===== config.mk =====
export PLATFORM = sky130hd
export DESIGN_NAME = irq_record_queue
export DESIGN_NICKNAME = d
export VERILOG_FILES = /design/src/rtl/irq_queue_pkg.sv /design/src/rtl/irq_queue_store.sv /design/src/rtl/irq_queue_ptrs.sv /design/src/rtl/irq_queue_host.sv /design/src/rtl/irq_record_queue.sv
export SDC_FILE = /design/constraint.sdc
export NUM_CORES = 1
export LEC_CHECK = 0
export BUFFER_PORTS_ARGS = -buffer_cell sky130_fd_sc_hd__buf_2
export CORE_UTILIZATION = 67
export DETAILED_ROUTE_END_ITERATION = 7
export PLACE_DENSITY_LB_ADDON = 0.15
export SLEW_MARGIN = 40
export SYNTH_ARGS = -nofsm -noshare
export SYNTH_HDL_FRONTEND = slang
export SYNTH_SLANG_ARGS = --single-unit

===== constraint.sdc =====
create_clock -name clk_i -period 6.8 [get_ports clk_i]
set_input_delay 1.36 -clock clk_i [delete_from_list [all_inputs] [get_ports clk_i]]
set_output_delay 1.36 -clock clk_i [all_outputs]
set_load 0.005 [all_outputs]

===== src/rtl/irq_queue_pkg.sv =====
package irq_queue_pkg;
  typedef enum logic [1:0] {RGN_REG, RGN_QUEUE, RGN_CNT} region_e;

  function automatic region_e region_of(logic [1:0] top);
    if (top[1]) return RGN_CNT;
    else if (top[0]) return RGN_QUEUE;
    else return RGN_REG;
  endfunction
endpackage


===== src/rtl/irq_queue_store.sv =====
module irq_queue_store #(
  parameter int DEPTH = 64,
  parameter int ID_W  = 11,
  localparam int IDX_W = $clog2(DEPTH)
) (
  input  logic             clk_i,
  input  logic             rst_ni,
  input  logic             we_i,
  input  logic [IDX_W-1:0] waddr_i,
  input  logic [ID_W-1:0]  wdata_i,
  input  logic [IDX_W-1:0] raddr_i,
  output logic [ID_W-1:0]  rdata_o
);
  logic [ID_W-1:0] mem [DEPTH];

  for (genvar g = 0; g < DEPTH; g++) begin : g_ent
    always_ff @(posedge clk_i or negedge rst_ni) begin
      if (!rst_ni) mem[g] <= '0;
      else if (we_i && waddr_i == IDX_W'(g)) mem[g] <= wdata_i;
    end
  end

  assign rdata_o = mem[raddr_i];
endmodule


===== src/rtl/irq_queue_ptrs.sv =====
module irq_queue_ptrs #(
  parameter int DEPTH = 64,
  localparam int IDX_W = $clog2(DEPTH),
  localparam int CNT_W = $clog2(DEPTH + 1)
) (
  input  logic             clk_i,
  input  logic             rst_ni,
  input  logic             push_i,
  input  logic             pop_i,
  input  logic             ovf_clr_i,
  output logic [IDX_W-1:0] wr_ptr_o,
  output logic [IDX_W-1:0] rd_ptr_o,
  output logic [CNT_W-1:0] count_o,
  output logic             push_ok_o,
  output logic             ovf_o
);
  logic full, pop_ok;

  function automatic logic [IDX_W-1:0] step(logic [IDX_W-1:0] p);
    return (p == IDX_W'(DEPTH - 1)) ? '0 : p + 1'b1;
  endfunction

  assign full      = (count_o == CNT_W'(DEPTH));
  assign pop_ok    = pop_i && (count_o != '0);
  assign push_ok_o = push_i && (!full || pop_ok);

  always_ff @(posedge clk_i or negedge rst_ni) begin
    if (!rst_ni) begin
      wr_ptr_o <= '0;
      rd_ptr_o <= '0;
      count_o  <= '0;
      ovf_o    <= 1'b0;
    end else begin
      if (push_ok_o) wr_ptr_o <= step(wr_ptr_o);
      if (pop_ok)    rd_ptr_o <= step(rd_ptr_o);
      count_o <= count_o + CNT_W'(push_ok_o) - CNT_W'(pop_ok);
      if (push_i && !push_ok_o) ovf_o <= 1'b1;  // set wins over clear
      else if (ovf_clr_i)       ovf_o <= 1'b0;
    end
  end
endmodule


===== src/rtl/irq_queue_host.sv =====
module irq_queue_host
  import irq_queue_pkg::*;
#(
  parameter int ID_W   = 11,
  parameter int DATA_W = 16,
  localparam int ADDR_W = ID_W + 2
) (
  input  logic              clk_i,
  input  logic              rst_ni,
  input  logic [ADDR_W-1:0] addr_i,
  input  logic              rd_i,
  input  logic              wr_i,
  input  logic [2:0]        ctl_wdata_i,
  input  logic              ne_i,
  input  logic              ovf_i,
  input  logic              more_i,
  input  logic [ID_W-1:0]   id_i,
  input  logic [DATA_W-1:0] cnt_val_i,
  output logic [DATA_W-1:0] rdata_o,
  output logic              pop_o,
  output logic              maint_we_o,
  output logic              ovf_clr_o,
  output logic              en_o,
  output logic              mask_o,
  output logic              clr_req_o,
  output logic [ID_W-1:0]   clr_id_o
);
  region_e rgn;
  logic dest_q, ctl_we;
  logic [DATA_W-1:0] rd_word;

  assign rgn        = region_of(addr_i[ADDR_W-1 -: 2]);
  assign pop_o      = rd_i && rgn == RGN_QUEUE && en_o && ne_i;
  assign maint_we_o = wr_i && rgn == RGN_QUEUE && !en_o;
  assign ovf_clr_o  = wr_i && rgn == RGN_REG && !addr_i[0] && ctl_wdata_i[1];
  assign ctl_we     = wr_i && rgn == RGN_REG && addr_i[0];

  always_comb begin
    rd_word = '0;
    unique case (rgn)
      RGN_REG: begin
        if (addr_i[0]) rd_word[2:0] = {mask_o, dest_q, en_o};
        else           rd_word[1:0] = {ovf_i, ne_i};
      end
      RGN_QUEUE: begin
        if (!en_o) rd_word[ID_W-1:0] = id_i;
        else if (ne_i) begin
          rd_word[DATA_W-1]  = 1'b1;
          rd_word[DATA_W-2]  = more_i;
          rd_word[ID_W-1:0]  = id_i;
        end
      end
      default: rd_word = cnt_val_i;
    endcase
  end

  always_ff @(posedge clk_i or negedge rst_ni) begin
    if (!rst_ni) begin
      rdata_o   <= '0;
      en_o      <= 1'b1;
      dest_q    <= 1'b0;
      mask_o    <= 1'b1;
      clr_req_o <= 1'b0;
      clr_id_o  <= '0;
    end else begin
      if (rd_i) rdata_o <= rd_word;
      if (ctl_we) {mask_o, dest_q, en_o} <= ctl_wdata_i;
      clr_req_o <= rd_i && rgn == RGN_CNT && dest_q;
      if (rd_i && rgn == RGN_CNT && dest_q) clr_id_o <= addr_i[ID_W-1:0];
    end
  end
endmodule


===== src/rtl/irq_record_queue.sv =====
module irq_record_queue #(
  parameter int DEPTH  = 64,
  parameter int PORT_W = 3,
  parameter int CHAN_W = 5,
  parameter int CNUM_W = 3,
  parameter int DATA_W = 16,
  localparam int ID_W   = PORT_W + CHAN_W + CNUM_W,
  localparam int ADDR_W = ID_W + 2,
  localparam int IDX_W  = $clog2(DEPTH),
  localparam int CNT_W  = $clog2(DEPTH + 1)
) (
  input  logic              clk_i,
  input  logic              rst_ni,
  input  logic              ev_valid_i,
  input  logic [ID_W-1:0]   ev_id_i,
  input  logic [ADDR_W-1:0] addr_i,
  input  logic              rd_i,
  input  logic              wr_i,
  input  logic [DATA_W-1:0] wdata_i,
  output logic [DATA_W-1:0] rdata_o,
  output logic [ID_W-1:0]   cnt_id_o,
  input  logic [DATA_W-1:0] cnt_val_i,
  output logic              irq_o,
  output logic              clr_req_o,
  output logic [ID_W-1:0]   clr_id_o
);
  logic [IDX_W-1:0] wr_ptr, rd_ptr, raddr, waddr;
  logic [CNT_W-1:0] count;
  logic [ID_W-1:0]  head_id, st_wdata;
  logic push_ok, pop, maint_we, ovf_clr, ovf, en, mask, ne, more;
  logic unused_wdata;

  assign unused_wdata = ^wdata_i[DATA_W-1:ID_W];
  assign ne       = (count != '0);
  assign more     = (count > CNT_W'(1)) || push_ok;
  assign irq_o    = ne && !mask;
  assign cnt_id_o = addr_i[ID_W-1:0];
  assign raddr    = en ? rd_ptr : addr_i[IDX_W-1:0];
  assign waddr    = push_ok ? wr_ptr : addr_i[IDX_W-1:0];
  assign st_wdata = push_ok ? ev_id_i : wdata_i[ID_W-1:0];

  irq_queue_ptrs #(.DEPTH(DEPTH)) u_ptrs (
    .clk_i, .rst_ni,
    .push_i(ev_valid_i && en), .pop_i(pop), .ovf_clr_i(ovf_clr),
    .wr_ptr_o(wr_ptr), .rd_ptr_o(rd_ptr), .count_o(count),
    .push_ok_o(push_ok), .ovf_o(ovf)
  );

  irq_queue_store #(.DEPTH(DEPTH), .ID_W(ID_W)) u_store (
    .clk_i, .rst_ni,
    .we_i(push_ok || maint_we), .waddr_i(waddr), .wdata_i(st_wdata),
    .raddr_i(raddr), .rdata_o(head_id)
  );

  irq_queue_host #(.ID_W(ID_W), .DATA_W(DATA_W)) u_host (
    .clk_i, .rst_ni,
    .addr_i, .rd_i, .wr_i, .ctl_wdata_i(wdata_i[2:0]),
    .ne_i(ne), .ovf_i(ovf), .more_i(more), .id_i(head_id),
    .cnt_val_i,
    .rdata_o, .pop_o(pop), .maint_we_o(maint_we), .ovf_clr_o(ovf_clr),
    .en_o(en), .mask_o(mask), .clr_req_o, .clr_id_o
  );
endmodule


Yosys cells after proc, flatten, opt, wreduce, memory -nomap -nowiden

Index checks and enable logic that the tools add are counted.

$add $sub $neg: 4
$lt $le $gt $ge: 2
Equal/unequal tests: 68
Multiplexer cells: 22
Bitwise logic cells: 1
Reductions and logical operators: 93

Operator list:

| cell                                                          | count |
|---|---|
| == test 6 bit, second input constant                          | 34 |
| == test 6 x 5 -> 1 bit, second input constant                 | 16 |
| logical AND 1 bit                                             | 80 |
| binary-select mux 11 bit (select 6 bit)                       | 1 |
| 2-to-1 mux 11 bit                                             | 5 |
| == test 6 x 4 -> 1 bit, second input constant                 | 8 |
| == test 6 x 3 -> 1 bit, second input constant                 | 4 |
| 2-to-1 mux 6 bit                                              | 4 |
| case mux 8 bit (2 select lines)                               | 1 |
| adder 6 x 1 -> 6 bit, second input constant                   | 2 |
| == test 6 x 2 -> 1 bit, second input constant                 | 2 |
| 2-to-1 mux 2 bit                                              | 4 |
| adder 7 x 1 -> 7 bit                                          | 1 |
| == test 7 bit, second input constant                          | 1 |
| >= comparator 7 bit, second input constant                    | 1 |
| greater-than comparator 7 x 1 -> 1 bit, second input constant | 1 |
| NOT 6 -> 7 bit                                                | 1 |
| nonzero test 7 bit                                            | 1 |
| subtractor 7 x 1 -> 7 bit                                     | 1 |
| == test 6 x 1 -> 1 bit, second input constant                 | 1 |
| logical NOT 6 bit                                             | 1 |
| case mux 3 bit (2 select lines)                               | 1 |
| logical NOT 1 bit                                             | 5 |
| 2-to-1 mux 1 bit                                              | 4 |
| 8 further kinds                                               | 10 |

Register bits after elaboration: 755
Input bits: 61
Output and inout port bits: 40
Logic and storage cells: 264

Depth between registers and ports, before layout

Word-level depth: 13
Depth in mapped cells: 17
Gate-level depth less buffers: 16

By module

Synthesis repeated with hierarchy kept, for this count alone.

Cells, all modules: 2405
Area, all modules: 35335.1 µm²

By module, submodules not included:

| module           | instances | cells each | area an instance (µm²) | seq. area each (µm²) |
|---|---|---|---|---|
| irq_queue_store  | 1         | 2113       | 32296.0                | 17616.9 |
| irq_queue_host   | 1         | 126        | 1425.1                 | 778.2 |
| irq_queue_ptrs   | 1         | 121        | 1164.9                 | 500.5 |
| irq_record_queue | 1         | 45         | 449.2                  | 0.0 |

Least setup slack after synthesis

No wires, ideal clock.

Kind: input -> register
Start: input addr_i[12]
End: register u_ptrs.count_o[6]
Setup time: 0.080 ns
Arrival time: 3.737 ns
Data required time: 6.720 ns
Slack: 2.983 ns
Cell stages on the path: 15
Buffers on the path: 2
Cells stage by stage: buf_6 > nand3b_4 > nor3b_1 > clkbuf_1 > ha_1 > inv_1 > ha_1 > inv_1 > fa_1 > o21bai_1 > a21oi_1 > nor2_1 > nor2_1 > o21bai_1 > xnor2_1

Longest elaborated chain between the ends: 10

Ends and longest elaborated chain:

| element                             | line                   | RTL |
|---|---|---|
| from (decl)                         | irq_record_queue.sv:16 | `input logic [ADDR_W-1:0] addr_i,` |
| 2-to-1 mux 2 bit (*)                | irq_queue_pkg.sv:5     | `if (top[1]) return RGN_CNT;` |
| == test 2 x 1 -> 1 bit (*)          | irq_queue_host.sv:33   | `assign pop_o = rd_i && rgn == RGN_QUEUE && en_o && ne_i;` |
| logical AND 1 bit (*) (3 in series) | irq_queue_host.sv:33   |  |
| logical AND 1 bit (*)               | irq_queue_ptrs.sv:24   | `assign pop_ok = pop_i && (count_o != '0);` |
| via u_ptrs.pop_ok                   | irq_queue_ptrs.sv:17   | `logic full, pop_ok;` |
| logical OR 1 bit                    | irq_queue_ptrs.sv:25   | `assign push_ok_o = push_i && (!full \|\| pop_ok);` |
| logical AND 1 bit                   | irq_queue_ptrs.sv:25   |  |
| adder 7 x 1 -> 7 bit                | irq_queue_ptrs.sv:36   | `count_o <= count_o + CNT_W'(push_ok_o) - CNT_W'(pop_ok);` |
| subtractor 7 x 1 -> 7 bit (*)       | irq_queue_ptrs.sv:36   |  |
| to (signal assigned)                | irq_queue_ptrs.sv:36   |  |
| to (decl)                           | irq_queue_ptrs.sv:13   | `output logic [CNT_W-1:0] count_o,` |

Mark *: on every way through the listed nets, which the timed path passes. The rest lies on a longest branch.
A chain may end at the register's enable or synchronous reset.

Worst setup path after layout

Start: register u_host.en_o
End: register u_host.rdata_o[8]

Longest elaborated chain between the ends: 8

Ends and longest elaborated chain:

| element                                               | line                   | RTL |
|---|---|---|
| from (decl)                                           | irq_queue_host.sv:23   | `output logic en_o,` |
| from (signal assigned)                                | irq_queue_host.sv:67   | `if (ctl_we) {mask_o, dest_q, en_o} <= ctl_wdata_i;` |
| 2-to-1 mux 6 bit                                      | irq_record_queue.sv:38 | `assign raddr = en ? rd_ptr : addr_i[IDX_W-1:0];` |
| NOT 6 -> 7 bit (implied by the code)                  | irq_queue_store.sv:23  | `assign rdata_o = mem[raddr_i];` |
| binary-select mux 11 bit (select 6 bit)               | irq_queue_store.sv:23  |  |
| 2-to-1 mux 11 bit (implied by the code) (2 in series) | irq_queue_store.sv:23  |  |
| 2-to-1 mux 11 bit                                     | irq_queue_host.sv:47   | `else if (ne_i) begin` |
| 2-to-1 mux 11 bit (*)                                 | irq_queue_host.sv:46   | `if (!en_o) rd_word[ID_W-1:0] = id_i;` |
| case mux 8 bit (2 select lines) (*)                   | irq_queue_host.sv:40   | `unique case (rgn)` |
| to (signal assigned)                                  | irq_queue_host.sv:66   | `if (rd_i) rdata_o <= rd_word;` |
| to (decl)                                             | irq_queue_host.sv:19   | `output logic [DATA_W-1:0] rdata_o,` |

Every way passes the cells marked *; elsewhere a longest branch is shown, timed or not. The select of a mux whose other input is x is not followed.

==> summary.txt <==
Worst setup path
  – Crit path max fanout: 57
  – Endpoint type of the worst setup path: flip-flop
  – Cell Chain, Critical Path: mux2_8 > buf_4 > nand2_1 > a32oi_1 > o22ai_1 > a221oi_1 > a31o_1
  – Critical path required time: 7.35 ns
  – Crit path kind: reg -> reg
  – Worst R2R Start: u_host.en_o
  – R2R depth: 7
  – Crit start category: flip-flop
  – Max stage delay on crit path: 1.02 ns
  – FF-to-FF setup slack: 2.44 ns
  – Crit-path slowest cell: dfstp_2
  – Kind of cell adding the most delay to the critical path: compound AO/OA/AOI/OAI gates
  – WP data arrival: 4.91 ns
  – RR Endpoint: u_host.rdata_o[8]
  – Buffers and inverters on the worst path: 1

Synthesis
  – Count leader, synth: dfrtp_1
  – Avg Inst Size Synth: 9.99 sq um
  – Synth Cell Area: 0.0350 sq mm
  – Seq cells post-synth: 755
  – Post-synth EDFFs: 0
  – Syn Inst Count: 3505
  – Fraction of registers with async set or reset after synthesis: 100%
  – Top post-synthesis cells by count: dfrtp_1, nand2_1, nor2_1, a21oi_1, o21ai_1
  – Ys flop type: dfrtp_1
  – Synth top area share: 53.8%
  – Yosys top cell by area: dfrtp_1
  – Post-synthesis cell type count: 76
  – Synth area leaders: dfrtp_1, nand2_1, a21oi_1
  – Synthesis Warnings: 0
  – Syn_nets: 3584
  – Seq/Total Area, Yosys: 53.9%

Routing
  – Number of DRC markers in iteration 0: 3253
  – Vias: 27300
  – Detail Route Antenna Nets: 0
  – Final routed DRC violation total: 0
  – First-pass DRT Iterations: 8
  – Wirelength per Cell: 22.9 um
  – Post-Route WL: 95.4 mm
  – Avg Vias per Cell: 6.57

Clocking
  – Clk sink count: 755
  – CTS Buf Count: 77
  – Post-CTS setup buffer count: 0
  – Root Buffer: clkbuf_16
  – Register clock-pin slew on the reported worst setup and hold paths: 0.06 ns
  – Clock Path Buffers: 3
  – Htree depth: 3
  – Post_cts resized: 0
  – CTS tree: built
  – Clk Latency, worst-skew pair: 0.63 ns
  – # hold bufs at CTS: 0

GRT
  – First-pass GRT wire length: 150 mm
  – Pin count of the biggest net entering global routing: 147
  – Aggregate global routing overflow: 0
  – GRT Total Usage: 36.5%
  – Initial antenna violation count: 1
  – Vias in the first global route: 26900

Finish
  – Area growth, synth to finish: 8.29%
  – Final #Nets: 3502
  – Layout cell share with drive strength beyond 1: 14.3%
  – Filler cell count: 3524
  – Fin cells: 4157

Power
  – Part of the power in registers: 42.4%
  – Pint: 9300 uW
  – VDD IR max: 255 uV
  – Leak: 0.0170 uW
  – Comb pwr share: 27.7%
  – Sw Ratio: 33.8%
  – Total Power: 14000 uW
  – P per Cell Area: 370 mW/mm^2
  – NetSw: 4740 uW
  – Clock Power Share: 29.9%

Timing
  – Pins Over Slew Limit: 0
  – RSZ-0062 raised after global routing: false
  – Period utilization: 64.1%
  – Final Hold Vio Count: 0
  – Least-Margin Pin Slew: 1.00 ns
  – Clock Skews: 0.0228 ns
  – Rel. slew slack: 33.3%
  – Achievable Freq: 230 MHz
  – Final WS setup: 2.44 ns
  – Tmin final: 4.36 ns
  – # setup viols final: 0
  – Setup_tns: 0 ns

Placement
  – Post-DP HPWL: 58.7 mm
  – Dpl cells: 4018
  – Final Wtd Congestion: 0.937
  – IO buf count: 95
  – Place WS: 2.03 ns

Die
  – Die H: 231 um
  – CORE AREA: 0.0515 sq mm
  – DIE AREA: 0.0532 sq mm
  – Initial core utilization: 68.0%
  – Die Wd: 231 um
  – Top-level port count: 101
  – Row count: 83

Min path
  – HP Class: reg -> reg
  – Hold path startpoint: u_host.clr_id_o[2]
  – Hold path depth: 2
  – Hold Path Sink: u_host.clr_id_o[2]

Status
  – Status: finished, final reports clean

Run
  – Max Cap Viol: 0
==> kinds of logic (layout without fill, tap and decap cells) <==
group,after synthesis,count (layout),synth area share [%]
compound gates,925,925,15.5
xor+xnor,9,9,0.225
fa+ha+maj,18,18,0.664
buf+inv,343,314,5.61
flops,755,755,53.9
mux,199,199,8.60
other cells,0,1,0
simple gates,1256,1256,15.4
==> power groups by stage <==
stage | logic (uW) | clock network [uW] | registers [uW]
6_report | 3890 | 4190 | 5960
4_1_cts | 3810 | 4220 | 5940
3_5_place_dp | 3780 | 0 | 6020
2_1_floorplan | 2720 | 0 | 5850
5_1_grt | 4200 | 4400 | 6050
3_3_place_gp | 3600 | 0 | 5940
==> how the worst max path moves through the flow <==
stage                startpoint           endpoint  slack (ns)  cells past startpoint
floorplan            addr_i[12]  u_ptrs.count_o[6]        2.98                     15
global placement      addr_i[0]  u_host.rdata_o[1]        2.07                      8
detailed placement   addr_i[12]   u_store.mem[439]        2.03                      9
CTS                 u_host.en_o   u_store.mem[439]        2.50                      8
global route        u_host.en_o  u_host.rdata_o[8]        2.49                      7
finish              u_host.en_o  u_host.rdata_o[8]        2.44                      7
==> cell type report <==
type                            count  area (sq um)  share of cell area (%)
Clock buffer                      108          2290                    6.03
Antenna cell                        1          2.50                 0.00660
Sequential cell                   755         18900                    49.8
Tap cell                          680           851                    2.24
Inverter                           21          81.3                   0.214
Clock inverter                     24           206                   0.544
Multi-Input combinational cell   2407         14400                    38.0
Timing Repair Buffer              161          1210                    3.19
==> registers in the layout (all words and copies together) (netlist names) <==
signal,flops
u_host.clr_id_o,11
u_host.clr_req_o,1
u_host.dest_q,1
u_host.en_o,1
u_host.mask_o,1
u_host.rdata_o,16
u_ptrs.count_o,7
u_ptrs.ovf_o,1
u_ptrs.rd_ptr_o,6
u_ptrs.wr_ptr_o,6
u_store.mem,704
==> layer usage <==
metal	wire [um]	GRT usage [%]	vias to the layer above
met5	0	0	-
met1	38000	49.8	13700
met4	3700	16.8	0
met3	8980	8.33	245
met2	44700	56.3	1330
li1	-	-	12000
==> per-stage QoR <==
stage / util [%] / area (sq um) / hold WS (ns)
2_1_floorplan: - / 35000 / 0.442
3_3_place_gp: 68.2 / 35100 / 0.453
3_5_place_dp: 68.5 / 35300 / 0.462
4_1_cts: 73.4 / 37800 / 0.479
5_1_grt: 73.6 / 37900 / 0.493
6_report: 73.6 / 37900 / 0.476
==> layout by cell type (no fill, tap or decap), drive strengths merged, types with 3 or more instances in the layout <==
master	count
clkbuf	108
ha	17
buf	161
o21ai	339
a22o	11
o31ai	4
a21o	3
nor3	4
mux2	21
o22ai	32
a32oi	18
a221oi	20
a21oi	403
a32o	6
clkinvlp	4
mux4	68
and3	41
mux2i	110
clkinv	14
nand3	163
a31o	8
o32ai	7
xnor2	6
xor2	3
o21bai	3
nor2	406
nand2	617
inv	25
o2111ai	53
dfrtp	753
nand2b	14
==> worst reg2reg max path, stage by stage, from the launching register on <==
cell	delay, ns
dfstp_2	1.02
mux2_8	0.62
buf_4	0.83
nand2_1	0.17
a32oi_1	0.31
o22ai_1	0.22
a221oi_1	0.88
a31o_1	0.25
No activity file was read; power rests on OpenSTA's default activity.
